**src/rtl/eeprom_wr_seq.sv**
```systemverilog
module eeprom_wr_seq #(
  parameter int DW          = 32,
  parameter int AW          = 16,
  parameter int DELAY       = 8,
  parameter int POLLS       = 10,
  parameter int PROT_W      = 7,
  parameter int CTRL_EN_BIT = 31,
  parameter int FLAG_BIT    = 15
) (
  input  logic          clk,
  input  logic          rst_n,
  input  logic          start,
  input  logic [AW-1:0] offset,
  input  logic [DW-1:0] wdata,
  output logic          busy,
  output logic          done,
  output logic [1:0]    status,
  output logic          reg_req,
  output logic          reg_we,
  output logic [1:0]    reg_sel,
  output logic [DW-1:0] reg_wdata,
  input  logic          reg_ack,
  input  logic [DW-1:0] reg_rdata
);

  localparam int DCW = $clog2(DELAY + 1);
  localparam int PCW = $clog2(POLLS + 1);
  localparam logic [DW-1:0] FLAG_M = DW'(1) << FLAG_BIT;
  localparam logic [DW-1:0] CEN_M  = DW'(1) << CTRL_EN_BIT;

  localparam logic [1:0] SEL_CTRL = 2'd0;
  localparam logic [1:0] SEL_PROT = 2'd1;
  localparam logic [1:0] SEL_DATA = 2'd2;
  localparam logic [1:0] SEL_ADDR = 2'd3;

  localparam logic [1:0] ST_OK   = 2'd0;
  localparam logic [1:0] ST_ALGN = 2'd1;
  localparam logic [1:0] ST_TOUT = 2'd2;
  localparam logic [1:0] ST_MISM = 2'd3;

  typedef enum logic [4:0] {
    S_IDLE, S_GET_CTRL, S_PUT_CTRL, S_GET_PROT, S_PUT_PROT, S_SETTLE,
    S_PUT_DATA, S_LAUNCH, S_WAIT, S_POLL, S_REST_PROT, S_REST_CTRL,
    S_RB_LAUNCH, S_RB_WAIT, S_RB_POLL, S_RB_DATA, S_DONE
  } state_t;

  state_t          st;
  logic [AW-1:0]   ofs_q;
  logic [DW-1:0]   dat_q;
  logic [DW-1:0]   ctrl_sv;
  logic [DW-1:0]   prot_sv;
  logic [DCW-1:0]  dcnt;
  logic [PCW-1:0]  pcnt;
  logic [1:0]      stat_q;

  logic [DW-1:0] ofs_w;
  logic [DW-1:0] prot_new;
  logic          dly_end;
  logic          poll_last;
  logic          flag_rd;

  assign ofs_w     = DW'(ofs_q);
  assign prot_new  = DW'(ofs_q[PROT_W+1:2]);
  assign dly_end   = (dcnt == DCW'(DELAY - 1));
  assign poll_last = (pcnt == PCW'(POLLS - 1));
  assign flag_rd   = reg_rdata[FLAG_BIT];

  assign busy   = (st != S_IDLE);
  assign done   = (st == S_DONE);
  assign status = stat_q;

  always_comb begin
    reg_req   = 1'b1;
    reg_we    = 1'b0;
    reg_sel   = SEL_CTRL;
    reg_wdata = '0;
    case (st)
      S_GET_CTRL:  begin reg_sel = SEL_CTRL; end
      S_PUT_CTRL:  begin reg_sel = SEL_CTRL; reg_we = 1'b1; reg_wdata = ctrl_sv & ~CEN_M; end
      S_GET_PROT:  begin reg_sel = SEL_PROT; end
      S_PUT_PROT:  begin reg_sel = SEL_PROT; reg_we = 1'b1; reg_wdata = prot_new; end
      S_PUT_DATA:  begin reg_sel = SEL_DATA; reg_we = 1'b1; reg_wdata = dat_q; end
      S_LAUNCH:    begin reg_sel = SEL_ADDR; reg_we = 1'b1; reg_wdata = ofs_w | FLAG_M; end
      S_POLL:      begin reg_sel = SEL_ADDR; end
      S_REST_PROT: begin reg_sel = SEL_PROT; reg_we = 1'b1; reg_wdata = prot_sv; end
      S_REST_CTRL: begin reg_sel = SEL_CTRL; reg_we = 1'b1; reg_wdata = ctrl_sv; end
      S_RB_LAUNCH: begin reg_sel = SEL_ADDR; reg_we = 1'b1; reg_wdata = ofs_w & ~FLAG_M; end
      S_RB_POLL:   begin reg_sel = SEL_ADDR; end
      S_RB_DATA:   begin reg_sel = SEL_DATA; end
      default:     begin reg_req = 1'b0; end
    endcase
  end

  always_ff @(posedge clk or negedge rst_n) begin
    if (!rst_n) begin
      st      <= S_IDLE;
      ofs_q   <= '0;
      dat_q   <= '0;
      ctrl_sv <= '0;
      prot_sv <= '0;
      dcnt    <= '0;
      pcnt    <= '0;
      stat_q  <= ST_OK;
    end else begin
      case (st)
        S_IDLE: if (start) begin
          if (offset[1:0] != 2'b00) begin
            stat_q <= ST_ALGN;
            st     <= S_DONE;
          end else begin
            ofs_q  <= offset;
            dat_q  <= wdata;
            stat_q <= ST_OK;
            pcnt   <= '0;
            st     <= S_GET_CTRL;
          end
        end
        S_GET_CTRL: if (reg_ack) begin
          ctrl_sv <= reg_rdata;
          st      <= S_PUT_CTRL;
        end
        S_PUT_CTRL: if (reg_ack) st <= S_GET_PROT;
        S_GET_PROT: if (reg_ack) begin
          prot_sv <= reg_rdata;
          st      <= S_PUT_PROT;
        end
        S_PUT_PROT: if (reg_ack) begin
          dcnt <= '0;
          st   <= S_SETTLE;
        end
        S_SETTLE: begin
          if (dly_end) st <= S_PUT_DATA;
          else dcnt <= dcnt + 1'b1;
        end
        S_PUT_DATA: if (reg_ack) st <= S_LAUNCH;
        S_LAUNCH: if (reg_ack) begin
          dcnt <= '0;
          pcnt <= '0;
          st   <= S_WAIT;
        end
        S_WAIT: begin
          if (dly_end) st <= S_POLL;
          else dcnt <= dcnt + 1'b1;
        end
        S_POLL: if (reg_ack) begin
          if (!flag_rd) begin
            st <= S_REST_PROT;
          end else if (poll_last) begin
            stat_q <= ST_TOUT;
            st     <= S_REST_PROT;
          end else begin
            pcnt <= pcnt + 1'b1;
            dcnt <= '0;
            st   <= S_WAIT;
          end
        end
        S_REST_PROT: if (reg_ack) st <= S_REST_CTRL;
        S_REST_CTRL: if (reg_ack) st <= S_RB_LAUNCH;
        S_RB_LAUNCH: if (reg_ack) begin
          dcnt <= '0;
          pcnt <= '0;
          st   <= S_RB_WAIT;
        end
        S_RB_WAIT: begin
          if (dly_end) st <= S_RB_POLL;
          else dcnt <= dcnt + 1'b1;
        end
        S_RB_POLL: if (reg_ack) begin
          if (flag_rd) begin
            st <= S_RB_DATA;
          end else if (poll_last) begin
            stat_q <= ST_TOUT;
            st     <= S_RB_DATA;
          end else begin
            pcnt <= pcnt + 1'b1;
            dcnt <= '0;
            st   <= S_RB_WAIT;
          end
        end
        S_RB_DATA: if (reg_ack) begin
          if (stat_q == ST_OK && reg_rdata != dat_q) stat_q <= ST_MISM;
          st <= S_DONE;
        end
        S_DONE: st <= S_IDLE;
        default: st <= S_IDLE;
      endcase
    end
  end

endmodule

```
**config.mk**
```make
export PLATFORM = sky130hd
export DESIGN_NAME = eeprom_wr_seq
export DESIGN_NICKNAME = d
export VERILOG_FILES = /design/src/rtl/eeprom_wr_seq.sv
export SDC_FILE = /design/constraint.sdc
export NUM_CORES = 1
export LEC_CHECK = 0
export BUFFER_PORTS_ARGS = -buffer_cell sky130_fd_sc_hd__buf_4
export CAP_MARGIN = 5
export CORE_UTILIZATION = 30
export DETAILED_ROUTE_END_ITERATION = 12
export PLACE_DENSITY = 0.61
export SLEW_MARGIN = 15
export SYNTH_ARGS = -nofsm -noshare
export SYNTH_HDL_FRONTEND = slang
export SYNTH_SLANG_ARGS = --single-unit
```
**constraint.sdc**
```tcl
create_clock -name clk -period 2.1 [get_ports clk]
set_clock_uncertainty 0.1 [all_clocks]
set_input_delay 0.42 -clock clk [delete_from_list [all_inputs] [get_ports clk]]
set_output_delay 0.42 -clock clk [all_outputs]
set_load 0.02 [all_outputs]
```
# Word level (Yosys, flattened, before mapping)
# Index checks and enable logic that the tools add are counted.
op_classes:
  add_sub_neg: 2
  multipliers: 0
  n_div: 0
  magnitude_cmp: 0
  eq_ne: 42
  shift: 0
  mux: 52
  n_bitwise: 1
  n_reduce_logical: 23
op_table:
  columns: ["cell", "n"]
  rows:
  - ["case mux 32 bit (7 select lines)", 1]
  - ["2-to-1 mux 5 bit", 17]
  - ["case mux 5 bit (16 select lines)", 1]
  - ["2-to-1 mux 4 bit", 14]
  - ["!= test 2 bit (second input constant)", 21]
  - ["== test 5 x 4 -> 1 bit (second input constant)", 8]
  - ["!= test 32 bit", 1]
  - ["case mux 4 bit (4 select lines)", 2]
  - ["2-to-1 mux 2 bit", 12]
  - ["== test 5 x 3 -> 1 bit (second input constant)", 4]
  - ["AND reduction 16 bit", 1]
  - ["AND reduction 8 bit", 2]
  - ["nonzero test 4 bit", 3]
  - ["OR reduction 12 bit", 1]
  - ["== test 5 x 2 -> 1 bit (second input constant)", 2]
  - ["OR reduction 3 bit", 3]
  - ["adder 4 x 1 -> 4 bit (second input constant)", 2]
  - ["case mux 2 bit (4 select lines)", 1]
  - ["AND reduction 7 bit", 1]
  - ["OR reduction 7 bit", 1]
  - ["case mux 2 bit (3 select lines)", 1]
  - ["== test 5 x 1 -> 1 bit (second input constant)", 1]
  - ["== test 5 bit (second input constant)", 1]
  - ["logical NOT 5 bit", 1]
  - ["13 further kinds", 18]
word_totals:
  ff_bits: 126
  latchBits: 0
  ram_bits: 0
  romBits: 0
  inputBits: 84
  out_inout_bits: 40
  word_cells: 128
  mem_count: 0

# Logic depth before layout (Yosys ltp)
# Gate-level depths: netlist of run 1.
depth:
  depth_word: 5
  ltp_mapped: 8
  ltp_nobuf: 7

# Worst setup path after synthesis of run 1
# No wires, ideal clock.
synth_path:
  kind: "flip-flop to output port"
  start: "reg st[3]"
  end: "out reg_we"
  arrival_time_ns: 2.151
  required_time_ns: 1.580
  setup_slack_ns: -0.571
  path_stages_with_launch: 6
  path_buffers: 3
  cell_sequence: "dfrtp_1 > buf_2 > buf_2 > clkbuf_1 > o21ai_0 > a2111oi_0"
synth_via:
  elab_chain_len: 3
  elab_cells_between_ends: 9
  cone_classes: "eq/ne: 7; mux: 1; reduce/logical: 1"
synth_rtl:
  columns: ["element", "line_no", "rtl"]
  rows:
  - ["start: declaration", "47", "state_t st;"]
  - ["start signal: assignment", "96", "st <= S_IDLE;"]
  - ["start signal: assignment", "109", "st <= S_DONE;"]
  - ["start signal: assignment", "115", "st <= S_GET_CTRL;"]
  - ["== test 5 x 4 -> 1 bit (tied with other cells)", "77", "case (st)"]
  - ["OR reduction 7 bit (no source line) (*)", null, null]
  - ["2-to-1 mux 1 bit (*)", "77", null]
  - ["end: declaration", "19", "output logic reg_we,"]
# Every way passes the cells marked *; elsewhere a longest branch is shown, timed or not.

# Worst setup path in the final report of run 1
layout_path:
  start: "reg st[4]"
  end: "out reg_wdata[17]"
layout_via:
  elab_chain_len: 2
  elab_cells_between_ends: 8
  cone_classes: "eq/ne: 7; mux: 1"
layout_rtl:
  columns: ["element", "line_no", "rtl"]
  rows:
  - ["== test 5 x 4 -> 1 bit (tied with other cells)", "77", null]
  - ["case mux 32 bit (7 select lines) (*)", "77", null]
  - ["end: declaration", "21", "output logic [DW-1:0] reg_wdata,"]
# Marks and branches as above.

==> metrics.yaml, run 1 <==
outcome:
  status: "complete, but fails checks"
  violations: "negative setup slack"
synthesis:
  synth_cell_types: 64
  syn_area_um2: 6670
  avgSynthCellArea_um2: 12.1
  synth.yosys.warnings: 0
  syn_inst: 550
  syn_nets: 637
  ys_seq_elements: 126
  synth-edff-count: 0
  yosysSeqAreaShare_pct: 47.3
  synthArstFlopShare_pct: 100
  synth-main-ff-cell: "dfrtp_1"
place:
  placed_cell_area_um2: 8330
  place.gp.congestion: 0.805
  port_buffers: 122
  hpwlAfterDp_um: 12900
  dp_cells: 975
global_route:
  gr-usage-met3_pct: 4.37
  grt_use_total_pct: 16.9
  grt_max_degree: 51
  antenna_found_initial: 0
  grt_use_met2_pct: 27.2
  grt_overflow: 0
  met1_usage_pct: 22.6
  grt_pass1_vias: 5048
  grt_pass1_wl_um: 28500
  top_usage_layer: "met2"
clock_network:
  tritoncts.num_buffers: 17
  clockRootBuffer: "clkbuf_16"
  clock_latency_ns: 0.41
  cts_tree: "done"
  ctsHtreeMaxLevel: 4
  clk_path_buf_depth: 2
  clk_pin_slew_worst_paths_ns: 0.06
  numClockSinks: 126
timing:
  fin_crit_ns: 2.54
  rsz0062_at_grt: "true"
  hold_viol: 0
  fin_setup_tns_ns: -19.23
  period_share_pct: 121
  fmax_mhz: 394
  max_slew_margin_pct: 66.4
  slew_viol_final: 0
  finalWorstSetupSlack_ns: -0.440
  setup_viol_count_final: 138
  tightest_slew_ns: 0.503
die:
  die_x_um: 151
  ios: 124
  start_util_pct: 30.6
  die-area_um2: 22800
  die_h_um: 151
  core_um2: 21800
  num_rows: 54
pwr:
  ir_worst_vdd_mv: 0.660
  p_sw_share_pct: 35.4
  switchingPower_w: 0.00478
  power_frac_clock_pct: 20.6
  p_seq_share_pct: 32.2
  p_per_area_nw_per_um2: 1400
  internal_power_w: 0.00871
  share_comb_of_total_power_pct: 47.2
  power_leakage_nw: 4.53
  fin_total_pwr_w: 0.0135
worst_hold_path:
  hp-class: "in -> reg"
  hold_depth: 2
  hold_start: "wdata[7]"
  hold_end: "dat_q[7]"
cells_and_area:
  mostFrequentLayoutCell: "buf_4"
  drive_gt1_share_pct: 54.6
  fillers: 2039
  antenna_cells: 0
  fin_cells: 1042
  areaGrowthSynthToFinish_pct: 44.7
  nets: 836
  final_cell_area_um2: 9650
  post-route-util_pct: 44.2
  layout_common_cells: "buf_4, dfrtp_1, mux2_2, buf_6, nand2_1"
drt:
  drtIter0Drc: 316
  via_per_inst: 5.01
  detail-route-antenna-nets: 0
  vias: 5216
  wire_per_inst_um: 18.6
  drc: 0
  first_pass_iters: 5
  wirelength_um: 19400
setup_path:
  reg2reg_setup_slack_ns: -0.14
  crit_start: "st[4]"
  r2r_end: "status[1]"
  critical_path_class: "reg -> out"
  rr_startpoint: "st[0]"
  cp_max_fo: 4
  rr_worst_depth: 10
  critPathArrivalTime_ns: 2.02
  worstSetupStartpointType: "flop"
  cp.required_ns: 1.58
  cp-end-kind: "output port"
run:
  drv_cap: 0
[critical path, stage by stage (launching register included)]
cell and delay, ns:
dfrtp_1 0.43, nor2_2 0.24, nand2_2 0.10, nor3_4 0.25, buf_4 0.17, buf_4 0.11
a222oi_1 0.07, inv_1 0.11, buf_6 0.12
[power groups by stage]
stage,clock [W],combinational [W],sequential (W)
2_1_floorplan,0,0.00354,0.00413
6_report,0.00278,0.00637,0.00434
3_5_place_dp,0,0.00530,0.00434
4_1_cts,0.00284,0.00568,0.00433
5_1_grt,0.00296,0.00681,0.00448
3_3_place_gp,0,0.00524,0.00430
[what timing repair did]
| action | in CTS | in global routing |
|---|---|---|
| setup endpoints to repair | 91 | 159 |
| pin swaps | 11 | 28 |
| resized for setup | 58 | 54 |
| cloned | 1 | 5 |
| hold endpoints to repair | 28 | 0 |
| setup buffers | 5 | 24 |
| hold buffers | 1 | 0 |
[layout make-up]
type                       count  area, um2  area share [%]
multi-input combinational    367       3490            36.1
sequential                   126       3160            32.7
timing repair buffer         215       2020            21.0
clock buffer                  20        437            4.52
tap                          280        350            3.63
clock inverter                12        115            1.19
inverter                      22       85.1           0.881
[routing by layer]
layer | up-vias | wire length (um)
met5 | - | 0
met4 | 0 | 157
met3 | 11 | 1090
met2 | 141 | 9450
met1 | 2642 | 8670
li1 | 2422 | -
[flip-flops by register name, summed over array words and instances, names as in the netlist]
| register | count |
|---|---|
| dat_q | 32 |
| pcnt | 4 |
| status | 2 |
| ofs_q | 15 |
| st | 5 |
| dcnt | 4 |
| ctrl_sv | 32 |
| prot_sv | 32 |
[worst max-delay path by stage]
stage / slack [ns] / cells after the start / end
5_1_grt: -0.52 / 8 / reg_wdata[25]
6_report: -0.44 / 8 / reg_wdata[17]
3_5_place_dp: -0.14 / 7 / st[0]
3_3_place_gp: -0.12 / 7 / st[0]
4_1_cts: -0.44 / 6 / reg_wdata[14]
2_1_floorplan: -0.005 / 5 / reg_we
[cells in the mapped netlist (4+ instances only)]
master    count  area, um2
nor2_1       15       56.3
nor3_1        7       35.0
buf_2        16       80.1
nand3_1      15       75.1
a21o_1        4       30.0
nor2b_1       7       43.8
a22oi_1      14        105
buf_6         9        101
mux2_4       28        420
dfrtp_1     126       3150
a31oi_1       4       25.0
xor2_1       30        263
nand2_1      37        139
mux2_2       82        923
nand2b_1      6       37.5
inv_1        22       82.6
a222oi_1     23        230
nor4_1        9       56.3
a21oi_1       7       35.0
o21ai_0      10       50.1
nand3b_1      4       30.0
o21ai_1       5       25.0
and2_1        4       25.0
clkbuf_1     10       37.5
[through the flow]
stage	hold WS [ns]	setup slack, ns
after floorplan	0.0244	-0.00546
after global placement	0.306	-0.124
after detailed placement	0.313	-0.140
after CTS	0.115	-0.437
after global routing	0.112	-0.521
final	0.129	-0.440
[logic make-up after synthesis]
group / after synthesis / synth area share [%]
AO/OA/AOI/OAI: 93 / 12.4
XOR/XNOR: 32 / 4.20
adder cells (fa/ha/maj): 3 / 0.563
multiplexers: 113 / 20.6
buffers and inverters: 57 / 4.52
flip-flops: 126 / 47.3
AND/OR/NAND/NOR: 126 / 10.5
Note: power is estimated with default switching activity, not from simulation.
==> inputs of run 2 (changes only) <==
--- a/config.mk
+++ b/config.mk
@@ -7,9 +7,9 @@
 export LEC_CHECK = 0
 export BUFFER_PORTS_ARGS = -buffer_cell sky130_fd_sc_hd__buf_4
 export CAP_MARGIN = 5
-export CORE_UTILIZATION = 30
+export CORE_UTILIZATION = 34
 export DETAILED_ROUTE_END_ITERATION = 12
-export PLACE_DENSITY = 0.61
+export PLACE_DENSITY = 0.66
 export SLEW_MARGIN = 15
 export SYNTH_ARGS = -nofsm -noshare
 export SYNTH_HDL_FRONTEND = slang
==> metrics.yaml, run 2 (synthesis results as in run 1) <==
global_route:
  grt_pass1_vias: 5326  # +5.5%
  grt_use_total_pct: 19.0  # +2.2 points
  antenna_found_initial: 0  # unchanged
  grt_pass1_wl_um: 29000  # +2.0%
  grt_max_degree: 48  # -5.9%
  grt_overflow: 0  # unchanged
setup_path:
  cp.required_ns: 1.58  # about the same
  cp-end-kind: "output port"
  critPathArrivalTime_ns: 2.13  # +0.11 ns
  crit_chain: "buf_6 > or3b_4 > a21oi_4 > buf_6 > buf_12 > nand2_2 > nand3_2 > buf_6"
  critical_path_class: "reg -> out"
  crit_top_cell: "buf_6"
  worstSetupStartpointType: "flop"
  cp_max_fo: 8  # +4
  cp_slowest_stage_delay_ns: 0.45  # +0.02 ns
  crit_slowest_cell: "dfrtp_2"
die:
  die_h_um: 142  # -6.0%
  die_x_um: 142  # -6.0%
  num_rows: 50  # -7.4%
  start_util_pct: 35.2  # +4.6 points
  core_um2: 19000  # -13%
  die-area_um2: 20200  # -12%
  ios: 124  # unchanged
cells_and_area:
  drive_gt1_share_pct: 57.6  # +3.0 points
  mostFrequentLayoutCell: "buf_4"
  nets: 842  # +0.72%
  antenna_cells: 0  # unchanged
  final_cell_area_um2: 9920  # +2.8%
  layout_common_cells: "buf_4, dfrtp_1, mux2_2, buf_6, mux2_4"
  top_regs: "ctrl_sv: 32 flops, dat_q: 32 flops, prot_sv: 32 flops"
  areaGrowthSynthToFinish_pct: 48.8
pwr:
  internal_power_w: 0.00918  # +5.4%
  share_comb_of_total_power_pct: 47.4  # +0.2 points
  p_per_area_nw_per_um2: 1420  # +1.9%
  p_seq_share_pct: 31.0  # -1.2 points
  ir_worst_vdd_mv: 0.760  # +15%
  fin_total_pwr_w: 0.0141  # +4.8%
  p_sw_share_pct: 35.0  # -0.39 points
  power_leakage_nw: 4.66  # +2.9%
  switchingPower_w: 0.00495  # +3.6%
  power_frac_clock_pct: 21.6  # +1.0 points
timing:
  finalWorstSetupSlack_ns: -0.549  # -0.109 ns
  setup_viol_count_final: 95  # -31%
  period_share_pct: 126  # +5.2 points
  fin_crit_ns: 2.65  # +0.109 ns
  hold_viol: 0  # unchanged
  fmax_mhz: 378  # -4.1%
  tightest_slew_ns: 0.597  # +0.0940 ns
  rsz0062_at_grt: "true"
  slew_viol_final: 0  # unchanged
  max_slew_margin_pct: 60.2  # -6.2 points
place:
  placed_cell_area_um2: 8350  # +0.27%
  hpwlAfterDp_um: 12600  # -2.1%
  port_buffers: 122  # unchanged
  place_ws_ns: -0.0962  # +0.0440 ns
  place.gp.congestion: 0.841  # +4.5%
run:
  drv_cap: 0  # unchanged
clock_network:
  clk_path_buf_depth: 2  # unchanged
  clock_latency_ns: 0.42  # about the same
  tritoncts.num_buffers: 17  # unchanged
  clk_pin_slew_worst_paths_ns: 0.06  # about the same
  clockRootBuffer: "clkbuf_16"
  numClockSinks: 126  # unchanged
  cts_tree: "done"
  ctsHtreeMaxLevel: 4  # unchanged
drt:
  detail-route-antenna-nets: 0  # unchanged
  wirelength_um: 19400  # +0.34%
  via_per_inst: 5.14  # +2.7%
  drtIter0Drc: 354  # +12%
  wire_per_inst_um: 18.9  # +1.7%
  drc: 0  # unchanged
  vias: 5284  # +1.3%
  first_pass_iters: 5  # unchanged
outcome:
  violations: "negative setup slack"
  status: "complete, but fails checks"
worst_hold_path:
  hp-class: "in -> reg"
## run 2: cell types whose count changed in the layout (fill, tap and decap cells not counted), sizes merged, moves of 2 or more
| cell | change |
|---|---|
| bufinv | +2 |
| clkinvlp | -4 |
| clkbuf | -2 |
| buf | +7 |
## run 2: area by class of cell
type                            count  area [um2]
Timing Repair Buffer              221        2160
Multi-Input combinational cell    367        3580
Clock buffer                       20         457
Sequential cell                   126        3160
Tap cell                          260         325
Fill cell                        1608        9030
Clock inverter                     12         159
Inverter                           22        85.1
## run 2: critical path, delay by kind of cell, from the launching register on
family          cells  cell delay, ns
simple gates        3            0.52
buf+inv             4            0.54
flops               1            0.45
compound gates      1            0.19
## run 2: metrics by stage
| stage | TNS [ns] | std cells | hold slack (ns) | util, % |
|---|---|---|---|---|
| finish | -24.30 | 1028 | 0.122 | 52.4 |
| global placement | -2.56 | 956 | 0.135 | 44.0 |
| global route | -29.68 | 1028 | 0.114 | 52.4 |
| floorplan | -0.00546 | 550 | 0.0244 | - |
| CTS | -19.12 | 1009 | 0.111 | 50.5 |
| detailed placement | -2.83 | 956 | 0.133 | 44.0 |
## run 2: what timing repair did
action                                 CTS  global route
setup endpoints to repair               79            95
gates cloned                             2             2
buffers inserted                        20            20
pin swaps                               28            23
endpoints found under the hold margin   49             0
gates resized for setup                107            44
hold buffers                             1             0
## run 2: routing by layer
metal / global-route usage (%) / vias to the layer above / wire (um)
met3: 4.51 / 17 / 1100
met2: 31.3 / 167 / 9650
met1: 24.9 / 2653 / 8450
li1: - / 2447 / -
met5: 0 / - / 0
met4: 5.38 / 0 / 242
## run 2: worst paths after layout
check	startpoint	slack [ns]	cells past startpoint	to
max	st[0]	-0.55	8	reg_wdata[3]
min	wdata[6]	0.12	2	dat_q[6]
max reg2reg	st[0]	-0.23	10	pcnt[0]
min reg2reg	ctrl_sv[20]	0.40	1	ctrl_sv[20]
max in group asynchronous	rst_n	0.88	3	prot_sv[5]
min in group asynchronous	rst_n	0.25	2	dcnt[2]
## run 2: power groups by stage
stage	sequential, W	clock, W	combinational (W)
after floorplan	0.00413	0	0.00354
after global routing	0.00452	0.00320	0.00711
final	0.00439	0.00305	0.00669
after CTS	0.00436	0.00311	0.00612
after detailed placement	0.00435	0	0.00540
after global placement	0.00430	0	0.00532
==> inputs of run 3 (changes only) <==
--- a/config.mk
+++ b/config.mk
@@ -5,11 +5,11 @@
 export SDC_FILE = /design/constraint.sdc
 export NUM_CORES = 1
 export LEC_CHECK = 0
-export BUFFER_PORTS_ARGS = -buffer_cell sky130_fd_sc_hd__buf_4
 export CAP_MARGIN = 5
 export CORE_UTILIZATION = 34
 export DETAILED_ROUTE_END_ITERATION = 12
-export PLACE_DENSITY = 0.66
+export DONT_BUFFER_PORTS = 1
+export PLACE_DENSITY = 0.61
 export SLEW_MARGIN = 15
 export SYNTH_ARGS = -nofsm -noshare
 export SYNTH_HDL_FRONTEND = slang
==> metrics.yaml, run 3 (synthesis results as in run 1) <==
place:
  port_buffers: 0  # -100%
  dp_cells: 843  # -12%
  place.gp.congestion: 0.837  # -0.50%
  hpwlAfterDp_um: 12900  # +2.1%
timing:
  fmax_mhz: 388  # +2.8%
  rsz0062_at_grt: "true"
  fin_crit_ns: 2.58  # -0.0730 ns
  period_share_pct: 123  # -3.5 points
  tightest_slew_ns: 0.629  # +0.0324 ns
  setup_viol_count_final: 53  # -44%
  max_slew_margin_pct: 58.1  # -2.2 points
  hold-worst-slack_ns: -0.401  # -0.524 ns
  finalWorstSetupSlack_ns: -0.475  # +0.0730 ns
  slew_viol_final: 0  # unchanged
  hold_viol: 126  # +126
pwr:
  p_sw_share_pct: 34.2  # -0.79 points
  p_seq_share_pct: 31.8  # +0.8 points
  switchingPower_w: 0.00480  # -3.0%
  internal_power_w: 0.00922  # +0.45%
  share_comb_of_total_power_pct: 42.9  # -4.5 points
  fin_total_pwr_w: 0.0140  # -0.76%
  power_leakage_nw: 4.20  # -10%
  ir_worst_vdd_mv: 0.671  # -12%
  power_frac_clock_pct: 25.4  # +3.8 points
  p_per_area_nw_per_um2: 1530  # +7.6%
drt:
  drtIter0Drc: 312  # -12%
  wirelength_um: 19400  # -0.17%
  route.met3.wl_um: 1390  # +26%
  dr_wl_met2_um: 9890  # +2.5%
  via_per_inst: 5.46  # +6.2%
  vias: 5005  # -5.3%
  topRoutingLayerUsed: "met5"
  wire_per_inst_um: 21.2  # +12%
  wl_met1_um: 7940  # -6.0%
  detail-route-antenna-nets: 0  # unchanged
  drc: 0  # unchanged
  first_pass_iters: 8  # +3
cells_and_area:
  fin_cells: 917  # -11%
  top_regs: "ctrl_sv: 32 flops, dat_q: 32 flops, prot_sv: 32 flops"
  layout_common_cells: "dfrtp_1, mux2_2, buf_4, mux2_4"
  mostFrequentLayoutCell: "dfrtp_1"
  drive_gt1_share_pct: 52.7  # -4.9 points
  fillers: 1644  # +2.2%
  nets: 729  # -13%
  multi_input_area_um2: 3720  # +3.8%
  seq_area_um2: 3160  # about the same
  areaGrowthSynthToFinish_pct: 37.2
  post-route-util_pct: 48.3  # -4.1 points
outcome:
  status: "complete, but fails checks"
  violations: "negative hold slack, negative setup slack"
clock_network:
  numClockSinks: 126  # unchanged
  clock_latency_ns: 0.41  # about the same
  clockRootBuffer: "clkbuf_16"
  cts_tree: "done"
  tritoncts.num_buffers: 17  # unchanged
  ctsHtreeMaxLevel: 4  # unchanged
  clk_path_buf_depth: 2  # unchanged
  clk_pin_slew_worst_paths_ns: 0.06  # about the same
run:
  drv_cap: 0  # unchanged
setup_path:
  rr_startpoint: "st[0]"
  path_delay_family: "simple AND/OR/NAND/NOR gates"
  crit_buf_inv: 2  # -2
  rr_worst_depth: 10  # unchanged
  crit_cells: 6  # -2
  critPathArrivalTime_ns: 2.06  # -0.07 ns
  crit_start: "st[0]"
  cp.required_ns: 1.58  # about the same
  worstSetupStartpointType: "flop"
  cp-end-kind: "output port"
  crit_chain: "buf_6 > or3b_4 > a21oi_4 > buf_8 > nand2_1 > nand2_2"
  r2r_end: "pcnt[1]"
  critical_path_class: "reg -> out"
  crit_slowest_cell: "dfrtp_2"
  cp_max_fo: 8  # unchanged
  reg2reg_setup_slack_ns: -0.31  # -0.08 ns
  cp_slowest_stage_delay_ns: 0.48  # +0.03 ns
global_route:
  antenna_found_initial: 3  # +3
  grt_overflow: 0  # unchanged
  grt_max_degree: 127  # +160%
  grt_pass1_vias: 5316  # -0.19%
  grt_use_total_pct: 19.4  # +0.40 points
  grt_pass1_wl_um: 29600  # +1.8%
die:
  die_x_um: 142  # unchanged
  core_um2: 19000  # unchanged
  num_rows: 50  # unchanged
  die-area_um2: 20200  # unchanged
  start_util_pct: 35.2  # unchanged
  ios: 124  # unchanged
  die_h_um: 142  # unchanged
worst_hold_path:
  hp-class: "in -> async"
-- run 3: changes by cell type in the layout (fill, tap and decap cells not counted), sizes merged --
cell         change
buf            -111
bufbuf           -1
bufinv           +4
clkinv           -1
clkinvlp         -2
diode            +2
dlygate4sd3      -1
inv              -1
-- run 3: area by class of cell --
| type | instances | share of cell area (%) |
|---|---|---|
| repair buffers | 108 | 12.4 |
| clock buffers | 20 | 5.10 |
| well taps | 260 | 3.55 |
| diodes | 2 | 0.0547 |
| flip-flops and latches | 126 | 34.5 |
| inverters | 22 | 0.957 |
| multi-input cells | 367 | 40.6 |
| clock inverters | 12 | 2.77 |
-- run 3: repair_timing --
item | in CTS | in global routing
resized for setup | 97 | 58
setup buffers | 27 | 16
setup endpoints to repair | 49 | 84
pin swaps | 44 | 23
cloned | 1 | 2
hold endpoints to repair | 126 | 126
-- run 3: per-stage QoR --
step	setup WS (ns)	cell area, um2	setup TNS (ns)
floorplan	-0.00546	6720	-0.00546
global placement	-0.159	7480	-2.48
detailed placement	-0.181	7480	-3.34
CTS	-0.473	8810	-16.47
global route	-0.559	9150	-21.87
finish	-0.475	9150	-17.97
-- run 3: worst register-to-register path: cells and delay by family (launching register included) --
kind            cells  cell delay, ns
compound gates      3            0.70
buf+inv             5            0.61
flops               1            0.48
mux                 1            0.20
simple gates        1            0.24
-- run 3: power by group through the flow --
stage / logic (W) / registers, W / clock network [W]
finish: 0.00601 / 0.00446 / 0.00356
global route: 0.00638 / 0.00460 / 0.00374
CTS: 0.00552 / 0.00440 / 0.00363
detailed placement: 0.00478 / 0.00439 / 0
global placement: 0.00466 / 0.00431 / 0
floorplan: 0.00354 / 0.00413 / 0
-- run 3: how the worst max path moves through the flow --
stage	to	slack [ns]
2_1_floorplan	reg_we	-0.005
3_3_place_gp	reg_wdata[11]	-0.16
3_5_place_dp	reg_wdata[11]	-0.18
4_1_cts	reg_wdata[13]	-0.47
5_1_grt	reg_wdata[12]	-0.56
6_report	reg_wdata[11]	-0.48
-- run 3: metal layers --
| metal | vias to the layer above | GRT usage (%) |
|---|---|---|
| li1 | 2214 | - |
| met1 | 2601 | 23.4 |
| met2 | 173 | 32.8 |
| met3 | 15 | 6.33 |
| met4 | 2 | 6.00 |
| met5 | - | 0 |
